`src/rtl/hsg_pkg.sv`:
```
// Package: shared types for the handshake group controller.
// Assumes: nothing beyond IEEE 1800-2017.
package hsg_pkg;

    // Interpretation of the request line
    typedef enum logic [1:0] {
        MODE_LEVEL = 2'd0,
        MODE_LEAD  = 2'd1,
        MODE_TRAIL = 2'd2
    } hs_mode_e;

    // Handshake sequencer states
    typedef enum logic [2:0] {
        ST_IDLE     = 3'd0,
        ST_WAIT_REQ = 3'd1,
        ST_READY    = 3'd2,
        ST_SETTLE   = 3'd3,
        ST_ACK      = 3'd4
    } hs_state_e;

    // Map the two mode bits onto a request interpretation
    function automatic hs_mode_e decode_mode(input logic pulse, input logic trail);
        if (!pulse)     return MODE_LEVEL;
        else if (trail) return MODE_TRAIL;
        else            return MODE_LEAD;
    endfunction

endpackage

```
`src/rtl/hsg_req_front.sv`:
```
// Module: hsg_req_front
// Brings the asynchronous request into the clock domain through a
// flip-flop chain, applies the polarity, and reports the event that the
// selected mode treats as a request.
// Assumes: SYNC_STAGES >= 2; polarity only changes while the group is idle.
module hsg_req_front
    import hsg_pkg::*;
#(
    parameter int SYNC_STAGES = 2
) (
    input  logic     clk,
    input  logic     rst_n,
    input  logic     req_pin,
    input  logic     inv_req,
    input  hs_mode_e mode,
    output logic     req_lvl,
    output logic     req_evt
);

    logic [SYNC_STAGES-1:0] sync_q;
    logic                   prev_q;
    logic                   rise;
    logic                   fall;

    // Synchroniser chain plus one delayed copy for edge detection
    always_ff @(posedge clk) begin
        if (!rst_n) begin
            sync_q <= '0;
            prev_q <= 1'b0;
        end else begin
            sync_q <= {sync_q[SYNC_STAGES-2:0], req_pin ^ inv_req};
            prev_q <= sync_q[SYNC_STAGES-1];
        end
    end

    assign req_lvl = sync_q[SYNC_STAGES-1];
    assign rise    = req_lvl & ~prev_q;
    assign fall    = ~req_lvl & prev_q;

    // Select the event the active mode responds to
    always_comb begin
        unique case (mode)
            MODE_LEVEL: req_evt = req_lvl;
            MODE_LEAD:  req_evt = rise;
            MODE_TRAIL: req_evt = fall;
            default:    req_evt = 1'b0;
        endcase
    end

endmodule

```
`src/rtl/hsg_seq.sv`:
```
// Module: hsg_seq
// Handshake sequencer: arming, data-ready, settling delay and acknowledge
// timing. One counter serves both the settle phase and the pulse width.
// Assumes: strobes are single-cycle; config is static while a transfer runs.
module hsg_seq
    import hsg_pkg::*;
#(
    parameter int DLY_W = 3
) (
    input  logic             clk,
    input  logic             rst_n,
    input  logic             lreset,
    input  logic             en,
    input  logic             write,
    input  hs_mode_e         mode,
    input  logic [DLY_W-1:0] dly_sel,
    input  logic             stretch,
    input  logic             host_wr,
    input  logic             host_rd,
    input  logic             req_lvl,
    input  logic             req_evt,
    output logic             drdy,
    output logic             ack_act,
    output logic             take_evt
);

    localparam int CNT_W = DLY_W + 1;

    hs_state_e        state_q, state_d;
    logic [CNT_W-1:0] cnt_q, cnt_d;
    logic             dir_q;
    logic             rearm_q;
    logic             access;
    logic             disarm;
    logic [CNT_W-1:0] sel_ext;
    logic [CNT_W-1:0] ack_width;

    assign sel_ext   = {1'b0, dly_sel};
    assign ack_width = ((dly_sel == '0) ? CNT_W'(1) : sel_ext)
                     + (stretch ? sel_ext : '0);
    assign access    = write ? host_wr : host_rd;
    assign disarm    = lreset || !en || ((state_q != ST_IDLE) && (write != dir_q));
    assign take_evt  = (state_q == ST_WAIT_REQ) && req_evt && !disarm;

    // Next-state and counter logic
    always_comb begin
        state_d = state_q;
        cnt_d   = cnt_q;
        if (disarm) begin
            state_d = ST_IDLE;
            cnt_d   = '0;
        end else begin
            unique case (state_q)
                ST_IDLE: begin
                    if (write && !rearm_q) state_d = ST_READY;
                    else if (!write)       state_d = ST_WAIT_REQ;
                end
                ST_WAIT_REQ: begin
                    if (req_evt) state_d = ST_READY;
                end
                ST_READY: begin
                    if (access) begin
                        if (dly_sel == '0) begin
                            state_d = ST_ACK;
                            cnt_d   = ack_width;
                        end else begin
                            state_d = ST_SETTLE;
                            cnt_d   = sel_ext;
                        end
                    end
                end
                ST_SETTLE: begin
                    if (cnt_q <= CNT_W'(1)) begin
                        state_d = ST_ACK;
                        cnt_d   = ack_width;
                    end else begin
                        cnt_d = cnt_q - CNT_W'(1);
                    end
                end
                ST_ACK: begin
                    if (mode == MODE_LEVEL) begin
                        if (!req_lvl) state_d = ST_WAIT_REQ;
                    end else if (cnt_q <= CNT_W'(1)) begin
                        state_d = ST_WAIT_REQ;
                        cnt_d   = '0;
                    end else begin
                        cnt_d = cnt_q - CNT_W'(1);
                    end
                end
                default: state_d = ST_IDLE;
            endcase
        end
    end

    // State, counter and armed-direction registers
    always_ff @(posedge clk) begin
        if (!rst_n) begin
            state_q <= ST_IDLE;
            cnt_q   <= '0;
            dir_q   <= 1'b0;
        end else begin
            state_q <= state_d;
            cnt_q   <= cnt_d;
            if (state_q == ST_IDLE) dir_q <= write;
        end
    end

    // Pending re-arm after a local reset, released by a low direction bit
    always_ff @(posedge clk) begin
        if (!rst_n)      rearm_q <= 1'b0;
        else if (lreset) rearm_q <= 1'b1;
        else if (!write) rearm_q <= 1'b0;
    end

    assign drdy    = (state_q == ST_READY);
    assign ack_act = (state_q == ST_ACK);

endmodule

```
`src/rtl/hsg_datapath.sv`:
```
// Module: hsg_datapath
// Port data registers: output staging and pin registers, and the input
// snapshot taken when a request is accepted.
// Assumes: take_evt is a single-cycle pulse from the sequencer.
module hsg_datapath #(
    parameter int DATA_W = 16
) (
    input  logic              clk,
    input  logic              rst_n,
    input  logic              write,
    input  logic              dblbuf,
    input  logic              host_wr,
    input  logic [DATA_W-1:0] host_wdata,
    input  logic              take_evt,
    input  logic [DATA_W-1:0] pin_in,
    output logic [DATA_W-1:0] pin_out,
    output logic [DATA_W-1:0] host_rdata
);

    logic [DATA_W-1:0] stage_q;
    logic [DATA_W-1:0] out_q;
    logic [DATA_W-1:0] in_q;

    // Host writes fill the staging register
    always_ff @(posedge clk) begin
        if (!rst_n)       stage_q <= '0;
        else if (host_wr) stage_q <= host_wdata;
    end

    // Pin register: direct write, or transfer from staging on a request
    always_ff @(posedge clk) begin
        if (!rst_n)                          out_q <= '0;
        else if (host_wr && !dblbuf)         out_q <= host_wdata;
        else if (take_evt && write && dblbuf) out_q <= stage_q;
    end

    // Input snapshot on an accepted request
    always_ff @(posedge clk) begin
        if (!rst_n)                in_q <= '0;
        else if (take_evt && !write) in_q <= pin_in;
    end

    assign pin_out    = out_q;
    assign host_rdata = write ? out_q : (dblbuf ? in_q : pin_in);

endmodule

```
`src/rtl/hs_group_ctrl.sv`:
```
// Module: hs_group_ctrl (top)
// One parallel-port handshake group: request front end, sequencer and
// data registers, plus DMA and interrupt requests taken from data-ready.
// Assumes: clk period is the settling-delay step; config changes only
// while the group is idle or ready.
module hs_group_ctrl
    import hsg_pkg::*;
#(
    parameter int DATA_W      = 16,
    parameter int DLY_W       = 3,
    parameter int SYNC_STAGES = 2
) (
    input  logic              clk,
    input  logic              rst_n,
    input  logic              lreset,
    input  logic              cfg_port_en,
    input  logic              cfg_write,
    input  logic              cfg_pulse,
    input  logic              cfg_trail,
    input  logic [DLY_W-1:0]  cfg_dly_sel,
    input  logic              cfg_dly_stretch,
    input  logic              cfg_inv_req,
    input  logic              cfg_inv_ack,
    input  logic              cfg_dblbuf,
    input  logic              cfg_dma_en,
    input  logic              cfg_irq_en,
    input  logic              host_wr,
    input  logic [DATA_W-1:0] host_wdata,
    input  logic              host_rd,
    output logic [DATA_W-1:0] host_rdata,
    input  logic              req_pin,
    output logic              ack_pin,
    input  logic [DATA_W-1:0] pin_in,
    output logic [DATA_W-1:0] pin_out,
    output logic              drdy,
    output logic              dma_req,
    output logic              irq
);

    hs_mode_e mode;
    logic     req_lvl;
    logic     req_evt;
    logic     ack_act;
    logic     take_evt;

    assign mode = decode_mode(cfg_pulse, cfg_trail);

    hsg_req_front #(.SYNC_STAGES(SYNC_STAGES)) u_front (
        .clk     (clk),
        .rst_n   (rst_n),
        .req_pin (req_pin),
        .inv_req (cfg_inv_req),
        .mode    (mode),
        .req_lvl (req_lvl),
        .req_evt (req_evt)
    );

    hsg_seq #(.DLY_W(DLY_W)) u_seq (
        .clk      (clk),
        .rst_n    (rst_n),
        .lreset   (lreset),
        .en       (cfg_port_en),
        .write    (cfg_write),
        .mode     (mode),
        .dly_sel  (cfg_dly_sel),
        .stretch  (cfg_dly_stretch),
        .host_wr  (host_wr),
        .host_rd  (host_rd),
        .req_lvl  (req_lvl),
        .req_evt  (req_evt),
        .drdy     (drdy),
        .ack_act  (ack_act),
        .take_evt (take_evt)
    );

    hsg_datapath #(.DATA_W(DATA_W)) u_data (
        .clk        (clk),
        .rst_n      (rst_n),
        .write      (cfg_write),
        .dblbuf     (cfg_dblbuf),
        .host_wr    (host_wr),
        .host_wdata (host_wdata),
        .take_evt   (take_evt),
        .pin_in     (pin_in),
        .pin_out    (pin_out),
        .host_rdata (host_rdata)
    );

    assign ack_pin = ack_act ^ cfg_inv_ack;
    assign dma_req = drdy & cfg_dma_en;
    assign irq     = drdy & cfg_irq_en;

endmodule

```
`config.mk`:
```
export PLATFORM = sky130hd
export DESIGN_NAME = hs_group_ctrl
export DESIGN_NICKNAME = d
export VERILOG_FILES = /design/src/rtl/hsg_pkg.sv /design/src/rtl/hsg_req_front.sv /design/src/rtl/hsg_seq.sv /design/src/rtl/hsg_datapath.sv /design/src/rtl/hs_group_ctrl.sv
export SDC_FILE = /design/constraint.sdc
export NUM_CORES = 1
export LEC_CHECK = 0
export BUFFER_PORTS_ARGS = -buffer_cell sky130_fd_sc_hd__clkbuf_2
export CELL_PAD_IN_SITES_DETAIL_PLACEMENT = 1
export CELL_PAD_IN_SITES_GLOBAL_PLACEMENT = 1
export CORE_AREA = 2 2 69 137
export DETAILED_ROUTE_END_ITERATION = 8
export DIE_AREA = 0 0 71 139
export PLACE_DENSITY = 0.9
export SYNTH_ARGS = -nofsm -noshare
export SYNTH_HDL_FRONTEND = slang
export SYNTH_SLANG_ARGS = --single-unit
```
`constraint.sdc`:
```
create_clock -name clk -period 2.2 [get_ports clk]
set_input_delay 0.22 -clock clk [delete_from_list [all_inputs] [get_ports clk]]
set_output_delay 0.22 -clock clk [all_outputs]
set_load 0.01 [all_outputs]
```
After elaboration in Yosys (flattened, before gate mapping)

Cells that the tools add are included.

Word-level logic and storage cells: 88
Bits of input ports: 51
Flip-flop bits (word level): 60
Output and inout bits: 36

Add/sub/neg operators: 2
Reduce and logical (&&, ||, !) cells: 24
Equality and inequality tests: 15
Muxes and demuxes: 28
Bitwise operators: 9
Magnitude comparators: 1

Operator list:

| kind                                                            | count |
|---|---|
| 2-to-1 mux 16 bit                                               | 4 |
| 2-to-1 mux 3 bit                                                | 11 |
| 2-to-1 mux 4 bit                                                | 5 |
| one-hot mux 3 bit (5 select lines)                              | 1 |
| one-hot mux 4 bit (3 select lines)                              | 1 |
| logical AND 1 bit                                               | 8 |
| equality test 3 x 2 -> 1 bit (second input constant)            | 2 |
| zero test 3 bit                                                 | 2 |
| != test 2 x 1 -> 1 bit (second input constant)                  | 3 |
| AND reduction 6 bit                                             | 1 |
| nonzero test 3 bit                                              | 2 |
| zero test 1 bit                                                 | 5 |
| adder 4 bit                                                     | 1 |
| AND 1 bit                                                       | 4 |
| less-or-equal comparator 4 x 1 -> 1 bit (second input constant) | 1 |
| 2-to-1 mux 2 bit                                                | 2 |
| != test 2 bit (second input constant)                           | 2 |
| subtractor 4 x 1 -> 4 bit (second input constant)               | 1 |
| equality test 3 x 1 -> 1 bit (second input constant)            | 1 |
| equality test 3 bit (second input constant)                     | 1 |
| 2-to-1 mux 1 bit                                                | 3 |
| != test 3 x 1 -> 1 bit (second input constant)                  | 1 |
| != test 3 x 2 -> 1 bit (second input constant)                  | 1 |
| != test 3 bit (second input constant)                           | 1 |
| other kinds (11)                                                | 15 |

Logic depth before layout (Yosys ltp)

Gate-level depths: netlist of the first run.

Word-level depth: 10
Depth in mapped cells: 7
Mapped depth without buffers: 6

Hierarchy

From an unflattened synthesis of the first run, not the netlist that was laid out.

Cells, all modules: 368
Area, all modules: 3193.1 µm²

By module, submodules not included:

| module        | cells each | area an instance (µm²) | seq. area each (µm²) | instances |
|---|---|---|---|---|
| hsg_datapath  | 251        | 2247.2                 | 960.9                | 1 |
| hsg_seq       | 101        | 794.5                  | 180.2                | 1 |
| hsg_req_front | 11         | 113.9                  | 60.1                 | 1 |
| hs_group_ctrl | 5          | 37.5                   | 0.0                  | 1 |

Worst setup path before layout of the first run

OpenSTA, ideal clock, no wires.

Kind: register -> register
Start: register u_seq.cnt_q[0]
End: register u_seq.cnt_q[2]
Setup time: 0.088 ns
Buffers on the path: 0
Clock period less this slack: 1.647 ns
Slack: 0.553 ns
Data required time: 2.112 ns
Arrival: 1.559 ns
Stages on the path, launching flop included: 7
Cells stage by stage: dfxtp_1 -> inv_1 -> ha_1 -> nor2_1 -> or3_4 -> o311a_1 -> nor4_2

Cells in the longest elaborated chain, start to end: 4
Elaborated cells on any way between the ends: 6
Those cells by class: 1 x add/sub; 1 x order compare; 4 x mux

Ends and longest elaborated chain:

| element                                                                              | RTL line       | text |
|---|---|---|
| from (decl)                                                                          | hsg_seq.sv:30  | `logic [CNT_W-1:0] cnt_q, cnt_d;` |
| from (signal assigned)                                                               | hsg_seq.sv:103 | `cnt_q <= cnt_d;` |
| subtractor 4 x 1 -> 4 bit or less-or-equal comparator 4 x 1 -> 1 bit (tied branches) | -              |  |
| 2-to-1 mux 4 bit                                                                     | hsg_seq.sv:83  | `end else if (cnt_q <= CNT_W'(1)) begin` |
| 2-to-1 mux 4 bit                                                                     | hsg_seq.sv:81  | `if (mode == MODE_LEVEL) begin` |
| one-hot mux 4 bit (3 select lines) *                                                 | hsg_seq.sv:53  | `unique case (state_q)` |

Every way passes the cells marked *; elsewhere a longest branch is shown, timed or not. The select of a mux whose other input is x is not followed.
A chain may end at the register's enable or synchronous reset.

Worst setup path in the final report of the first run

Start: register u_seq.state_q[1]
End: output dma_req

Cells in the longest elaborated chain, start to end: 2

Ends and longest elaborated chain:

| element                      | RTL line            | text |
|---|---|---|
| from (decl)                  | hsg_seq.sv:29       | `hs_state_e state_q, state_d;` |
| from (signal assigned)       | hsg_seq.sv:102      | `state_q <= state_d;` |
| equality test 3 x 2 -> 1 bit | hsg_seq.sv:115      | `assign drdy = (state_q == ST_READY);` |
| AND 1 bit                    | hs_group_ctrl.sv:90 | `assign dma_req = drdy & cfg_dma_en;` |
| to (decl)                    | hs_group_ctrl.sv:36 | `output logic dma_req,` |

Every way passes these cells.

==> key figures, run 1 <==
CTS
  – Clock-pin slew on the worst setup and hold paths: 0.06 ns
  – H-Tree Depth: 3
  – CTS tree: done
  – Worst skew pair latency: 0.34 ns
  – CTS max path bufs: 2
  – Number of clock sinks: 60
  – Setup Buffers After CTS: 0
  – Total CTS buffers: 9
  – Root buffer cell: clkbuf_16

Timing
  – Unrepaired setup endpoints after global routing: no
  – Final min period: 1.97 ns
  – Slew HR: 60.2%
  – Slew Limit Fails: 0
  – Setup TNS: 0 ns
  – Endpoints failing setup: 0
  – Fin. Hold Viols: 0
  – PnR worst setup slack: 0.234 ns
  – Final setup skew: 0.0121 ns
  – Peak Freq: 0.509 GHz
  – Tcrit/Tclk final: 89.3%
  – Worst-Margin Slew: 0.597 ns

Worst setup path
  – CP max stage delay: 0.67 ns
  – Critical-path cell list: nor3b_2 > and2_1 > clkbuf_2
  – FF-to-FF End: u_seq.cnt_q[2]
  – Startpoint types: flip-flop
  – Worst EP arrival: 1.75 ns
  – Critical path peak fanout: 14
  – FF-to-FF Start: u_seq.state_q[1]
  – WS Path Type: reg2out
  – Number of cells on the critical path: 3
  – CP startpoint: u_seq.state_q[1]
  – Slowest CP cell: dfxtp_1
  – Critical Path End: dma_req
  – Cell family with most CP delay: flip-flops
  – Worst Reg-to-Reg Cells: 5
  – Data required, critical path: 1.98 ns
  – CP endpoint kind: output pin
  – Reg2Reg Setup Slack: 0.27 ns
  – WP buf/inv: 1

Synth
  – Netlist Area Pre-Place: 3370 sq um
  – Gate Count Post-Synth: 383
  – Syn_area_per_cell: 8.79 sq um
  – Syn nets: 437
  – Largest family of logic cells by synthesized area: simple AND/OR/NAND/NOR gates
  – Post-synth EDFFs: 0
  – Sequential share of the synthesized area: 35.7%
  – Yosys warns: 0
  – Simple-gate share of the synthesized area: 20.9%
  – Adder-cell share of the synthesized area: 1.12%
  – Mux cell area share after synthesis: 20.6%
  – Synth Area in Compound Gates: 15.8%
  – Synth Area in XOR/XNOR: 1.30%
  – FFs w/ async S/R, synth: 0%
  – Cell variety after synth: 53
  – FF+latch count, synth: 60
  – Most used DFF post-synth: dfxtp_1

Pwr
  – Total power: 2.97 mW
  – Max IR drop VDD: 0.431 mV
  – PD cells: 708 nW/um^2
  – Pleak: 1.87 nW
  – Combinational Power Share: 12.7%
  – Sequential share of power: 38.9%
  – NetSw: 0.768 mW
  – Clock network power share: 48.4%
  – Internal: 2.20 mW
  – Switching part of the total: 25.8%

Place
  – Port Buffers: 86
  – Gpl congestion: 0.887
  – Post-DP HPWL: 7790 microns
  – Post-DP Area: 3890 sq um
  – Worst slack, placed: 0.308 ns

Drt
  – Drt pass-1 iters: 5
  – Via-to-Cell Ratio: 5.61
  – Via count: 3195
  – DRC Markers: 0
  – DRT antenna net count: 0
  – Per-cell routed wire length: 18.6 microns
  – Routed wire length: 10600 microns
  – DRT iter0 DRCs: 258

Layout
  – Final #Nets: 517
  – Commonest non-fill, non-tap cell in the layout: clkbuf_2
  – Antenna Cells: 0
  – Area growth syn-to-layout: 24.6%
  – Post-Route Utilization: 47.2%
  – Layout cells sized above 1: 30.6%
  – Final Instance Area: 4200 sq um
  – Most frequent cells in the layout: clkbuf_2, dfxtp_1, mux2i_1

Global routing
  – First-pass GRT wire length: 16700 microns
  – Largest net degree at the start of global routing: 70
  – GRT Residual Overflow: 0
  – Vias in the first global route: 3359
  – Initial antenna violation count: 0
  – Gr usage total: 21.9%

Floorplanning
  – I/O pins: 87
  – Die Area: 9870 sq um
  – Core box area: 8890 sq um
  – Die width: 71 microns
  – Number of cell rows: 49
  – Initial core utilization: 37.9%
  – Die height: 139 microns

Worst hold path
  – Worst hold path type: in2reg

Job
  – Max-cap violations: 0

Status
  – Status: complete, no violations
-- worst reg2reg max path: stages, from the launching register on --
cell and delay (ns):
dfxtp_1 0.67, nor3b_2 0.43, a22oi_1 0.16, buf_4 0.19
and3_1 0.17, nor4_2 0.22
-- power groups by stage --
stage	logic [mW]	registers [mW]	clock network, mW
after global routing	0.410	1.16	1.51
after floorplan	0.230	1.17	0
after detailed placement	0.373	1.18	0
final	0.377	1.16	1.44
after global placement	0.360	1.17	0
after CTS	0.378	1.16	1.46
-- per-stage QoR --
stage                     instances  hold slack (ns)
after CTS                       570            0.147
after detailed placement        554            0.441
final                           570            0.152
after global placement          554            0.417
after floorplan                 383            0.359
after global routing            570            0.178
-- area by class of cell --
class	instances	area (sq um)
Timing Repair Buffer	98	520
Tap cell	102	128
Multi-Input combinational cell	287	2020
Sequential cell	60	1200
Inverter	7	26.3
Clock inverter	5	61.3
Clock buffer	11	243
Fill cell	1076	4690
-- state kept, by name, summed over array words and instances (netlist names) --
signal	cells
u_data.in_q	16
u_data.pin_out	16
u_data.stage_q	16
u_seq.cnt_q	4
u_seq.state_q	3
u_front.sync_q	2
u_front.prev_q	1
u_seq.dir_q	1
u_seq.rearm_q	1
-- timing repair --
| item | in CTS | in global routing |
|---|---|---|
| endpoints found under the hold margin | 0 | 0 |
| resized for setup | 0 | 1 |
| hold buffers | 0 | 0 |
| endpoints found under the setup margin | 0 | 5 |
-- routing by layer --
| metal | up-vias | GRT usage (%) | share of wire [%] |
|---|---|---|---|
| met5 | - | 0 | 0 |
| met4 | 0 | 17.6 | 6.8 |
| met3 | 43 | 3.05 | 2.8 |
| met2 | 94 | 38.8 | 54 |
| met1 | 1543 | 22.1 | 36 |
| li1 | 1515 | - | - |
-- cell usage after synthesis, drive strengths merged, types with 4 or more instances --
cell / instances / area, sq um
a21boi: 16 / 120
a21oi: 4 / 20.0
and2: 6 / 37.5
and3: 5 / 31.3
buf: 13 / 68.8
clkbuf: 16 / 61.3
dfxtp: 60 / 1200
inv: 7 / 26.3
mux2: 17 / 191
mux2i: 50 / 500
nand2: 49 / 184
nand3: 18 / 90.1
nor2: 13 / 48.8
nor2b: 21 / 131
nor3: 5 / 25.0
o21ai: 35 / 179
-- cell families (layout without fill, tap and decap cells) --
family | Yosys count | in the layout
simple gates | 133 | 133
compound gates | 79 | 79
mux | 67 | 67
flops | 60 | 60
buf+inv | 36 | 121
xor+xnor | 5 | 5
fa+ha+maj | 3 | 3
-- how the worst min path moves through the flow --
stage / slack [ns] / from / end / cells past startpoint
after floorplan: 0.36 / lreset / u_seq.rearm_q / 2
after global placement: 0.42 / u_front.sync_q[0] / u_front.sync_q[1] / 1
after detailed placement: 0.44 / u_front.sync_q[0] / u_front.sync_q[1] / 1
after CTS: 0.15 / pin_in[8] / u_data.in_q[8] / 3
after global routing: 0.18 / pin_in[9] / u_data.in_q[9] / 3
final: 0.15 / pin_in[8] / u_data.in_q[8] / 3
Power figures use the tool's default switching activity.
==> run 2, diff against run 1 <==
- CELL_PAD_IN_SITES_DETAIL_PLACEMENT: 1 -> not set
- CELL_PAD_IN_SITES_GLOBAL_PLACEMENT: 1 -> not set
- CORE_AREA: 2 2 69 137 -> 3 3 61 119
- DIE_AREA: 0 0 71 139 -> 0 0 64 122
==> run 2 against run 1 <==
Compared with the run above:
- non-clock buffer count decreased by 1
- core utilization increased by 18 points
- combinational power decreased by 2%
- global-route usage increased by 1.4 points
- sequential power about the same
- worst setup slack improved by 0.046 ns
- largest cell class unchanged
- critical path depth increased by 1
- die area decreased by 21%
- clock-buffer cell count increased by 1
==> key figures, run 2 (same netlist as run 1, synthesis figures left out) <==
Status
  – Status: complete, no violations

Floorplanning
  – Initial core utilization: 52.5% (+15 points)
  – I/O pins: 87 (unchanged)
  – Die height: 122 microns (-12%)
  – Die width: 64 microns (-9.9%)
  – Number of cell rows: 41 (-16%)
  – Die Area: 7810 sq um (-21%)
  – Core box area: 6410 sq um (-28%)

Worst setup path
  – Critical Path End: u_data.in_q[9]
  – WS Path Type: reg2reg
  – Startpoint types: flip-flop
  – Critical path peak fanout: 16 (+2)
  – FF-to-FF End: u_data.in_q[9]
  – Reg2Reg Setup Slack: 0.28 ns (about the same)
  – FF-to-FF Start: u_seq.state_q[1]
  – CP endpoint kind: flip-flop
  – CP startpoint: u_seq.state_q[1]
  – Data required, critical path: 2.40 ns (+0.42 ns)
  – Worst Reg-to-Reg Cells: 4 (-1)
  – Worst EP arrival: 2.12 ns (+0.37 ns)

Drt
  – Per-cell routed wire length: 16.0 microns (-14%)
  – Routed wire length: 8850 microns (-16%)
  – Drt pass-1 iters: 5 (unchanged)
  – DRC Markers: 0 (unchanged)
  – DRT iter0 DRCs: 305 (+18%)
  – DRT antenna net count: 0 (unchanged)
  – Via count: 3072 (-3.8%)
  – Via-to-Cell Ratio: 5.56 (-0.89%)

Timing
  – Slew Limit Fails: 0 (unchanged)
  – Worst hold slack: 0.152 ns (+0.000544 ns)
  – Setup TNS: 0 ns (unchanged)
  – Endpoints failing setup: 0 (unchanged)
  – Peak Freq: 0.521 GHz (+2.4%)
  – PnR worst setup slack: 0.280 ns (+0.0460 ns)
  – Slew HR: 63.3% (+3.1 points)
  – Worst-Margin Slew: 0.550 ns (-0.0468 ns)
  – Tcrit/Tclk final: 87.3% (-2.1 points)
  – Final setup skew: 0.00464 ns (-0.00743 ns)
  – Final min period: 1.92 ns (-0.0460 ns)
  – Fin. Hold Viols: 0 (unchanged)
  – Unrepaired setup endpoints after global routing: no

Global routing
  – Initial antenna violation count: 0 (unchanged)
  – Gr usage total: 23.4% (+1.4 points)
  – Vias in the first global route: 3041 (-9.5%)
  – First-pass GRT wire length: 14100 microns (-15%)
  – GRT Residual Overflow: 0 (unchanged)
  – Largest net degree at the start of global routing: 70 (unchanged)

CTS
  – Worst skew pair latency: 0.33 ns (about the same)
  – CTS tree: done
  – Setup Buffers After CTS: 0 (unchanged)
  – H-Tree Depth: 3 (unchanged)
  – Root buffer cell: clkbuf_16
  – Post-CTS sizing: 0 (unchanged)
  – CTS max path bufs: 2 (unchanged)
  – Hold-fix buffers at CTS: 0 (unchanged)
  – Total CTS buffers: 9 (unchanged)
  – Clock-pin slew on the worst setup and hold paths: 0.05 ns (about the same)
  – Number of clock sinks: 60 (unchanged)

Place
  – Port Buffers: 86 (unchanged)
  – Gpl congestion: 0.863 (-2.7%)
  – Post-DP HPWL: 6630 microns (-15%)
  – Worst slack, placed: 0.348 ns (+0.0402 ns)

Layout
  – Final #Nets: 516 (-0.19%)
  – Antenna Cells: 0 (unchanged)
  – Commonest non-fill, non-tap cell in the layout: clkbuf_2
  – Most frequent cells in the layout: clkbuf_2, dfxtp_1, mux2i_1
  – Area growth syn-to-layout: 24.1%
  – Layout cells sized above 1: 30.2% (-0.36 points)

Worst hold path
  – Worst hold path type: in2reg

Pwr
  – PD cells: 705 nW/um^2 (-0.43%)
  – Pleak: 1.88 nW (+0.46%)
  – Max IR drop VDD: 0.510 mV (+18%)

Job
  – Max-cap violations: 0 (unchanged)
==> run 2: cell types whose count changed in the layout (fill, tap and decap cells not counted) <==
cell | previous run | this run
buf_12 | 0 | 1
buf_4 | 12 | 10
clkbuf_8 | 1 | 2
clkinv_2 | 0 | 2
clkinv_4 | 1 | 0
clkinvlp_4 | 3 | 1
nand3_1 | 17 | 18
nand3_2 | 1 | 0
==> run 2: worst max-delay path: stages (launching register included) <==
cell and delay, ns:
dfxtp_1 0.47, nor4_1 0.42, nand3_1 0.44, o21ai_0 0.33, a21boi_0 0.13
==> run 2: area by class of cell <==
class / count / area, sq um
clock buffers: 12 / 256
flip-flops and latches: 60 / 1200
multi-input cells: 287 / 2010
well taps: 86 / 108
repair buffers: 97 / 526
fillers: 536 / 2240
inverters: 7 / 26.3
clock inverters: 4 / 47.5
==> run 2: worst min path at each step <==
stage / start / to / cells after the start
after CTS: lreset / u_seq.rearm_q / 3
after global routing: lreset / u_seq.rearm_q / 3
after global placement: u_front.sync_q[0] / u_front.sync_q[1] / 1
after detailed placement: u_front.sync_q[0] / u_front.sync_q[1] / 1
after floorplan: lreset / u_seq.rearm_q / 2
final: lreset / u_seq.rearm_q / 3
==> run 2: power breakdown <==
| group | internal [mW] | switching (mW) | total [mW] |
|---|---|---|---|
| sequential | 1.12 | 0.0300 | 1.15 |
| combinational | 0.173 | 0.197 | 0.369 |
| clock | 0.933 | 0.488 | 1.42 |
| total | 2.23 | 0.714 | 2.94 |
==> run 2: metrics by stage <==
stage | area [sq um] | power [mW] | utilization [%] | cells
final | 4180 | 2.94 | 65.1 | 553
after global routing | 4180 | 3.04 | 65.1 | 553
after CTS | 4180 | 2.95 | 65.1 | 553
after detailed placement | 3870 | 1.54 | 60.4 | 537
after global placement | 3870 | 1.53 | 60.4 | 537
after floorplan | 3370 | 1.40 | - | 383
==> run 2: per-layer routing <==
| layer | global-route usage [%] | up-vias | part of all wire, % |
|---|---|---|---|
| li1 | - | 1520 | - |
| met1 | 24.1 | 1416 | 37 |
| met2 | 41.6 | 107 | 54 |
| met3 | 4.34 | 29 | 4.4 |
| met4 | 16.0 | 0 | 4.9 |
| met5 | 0 | - | 0 |
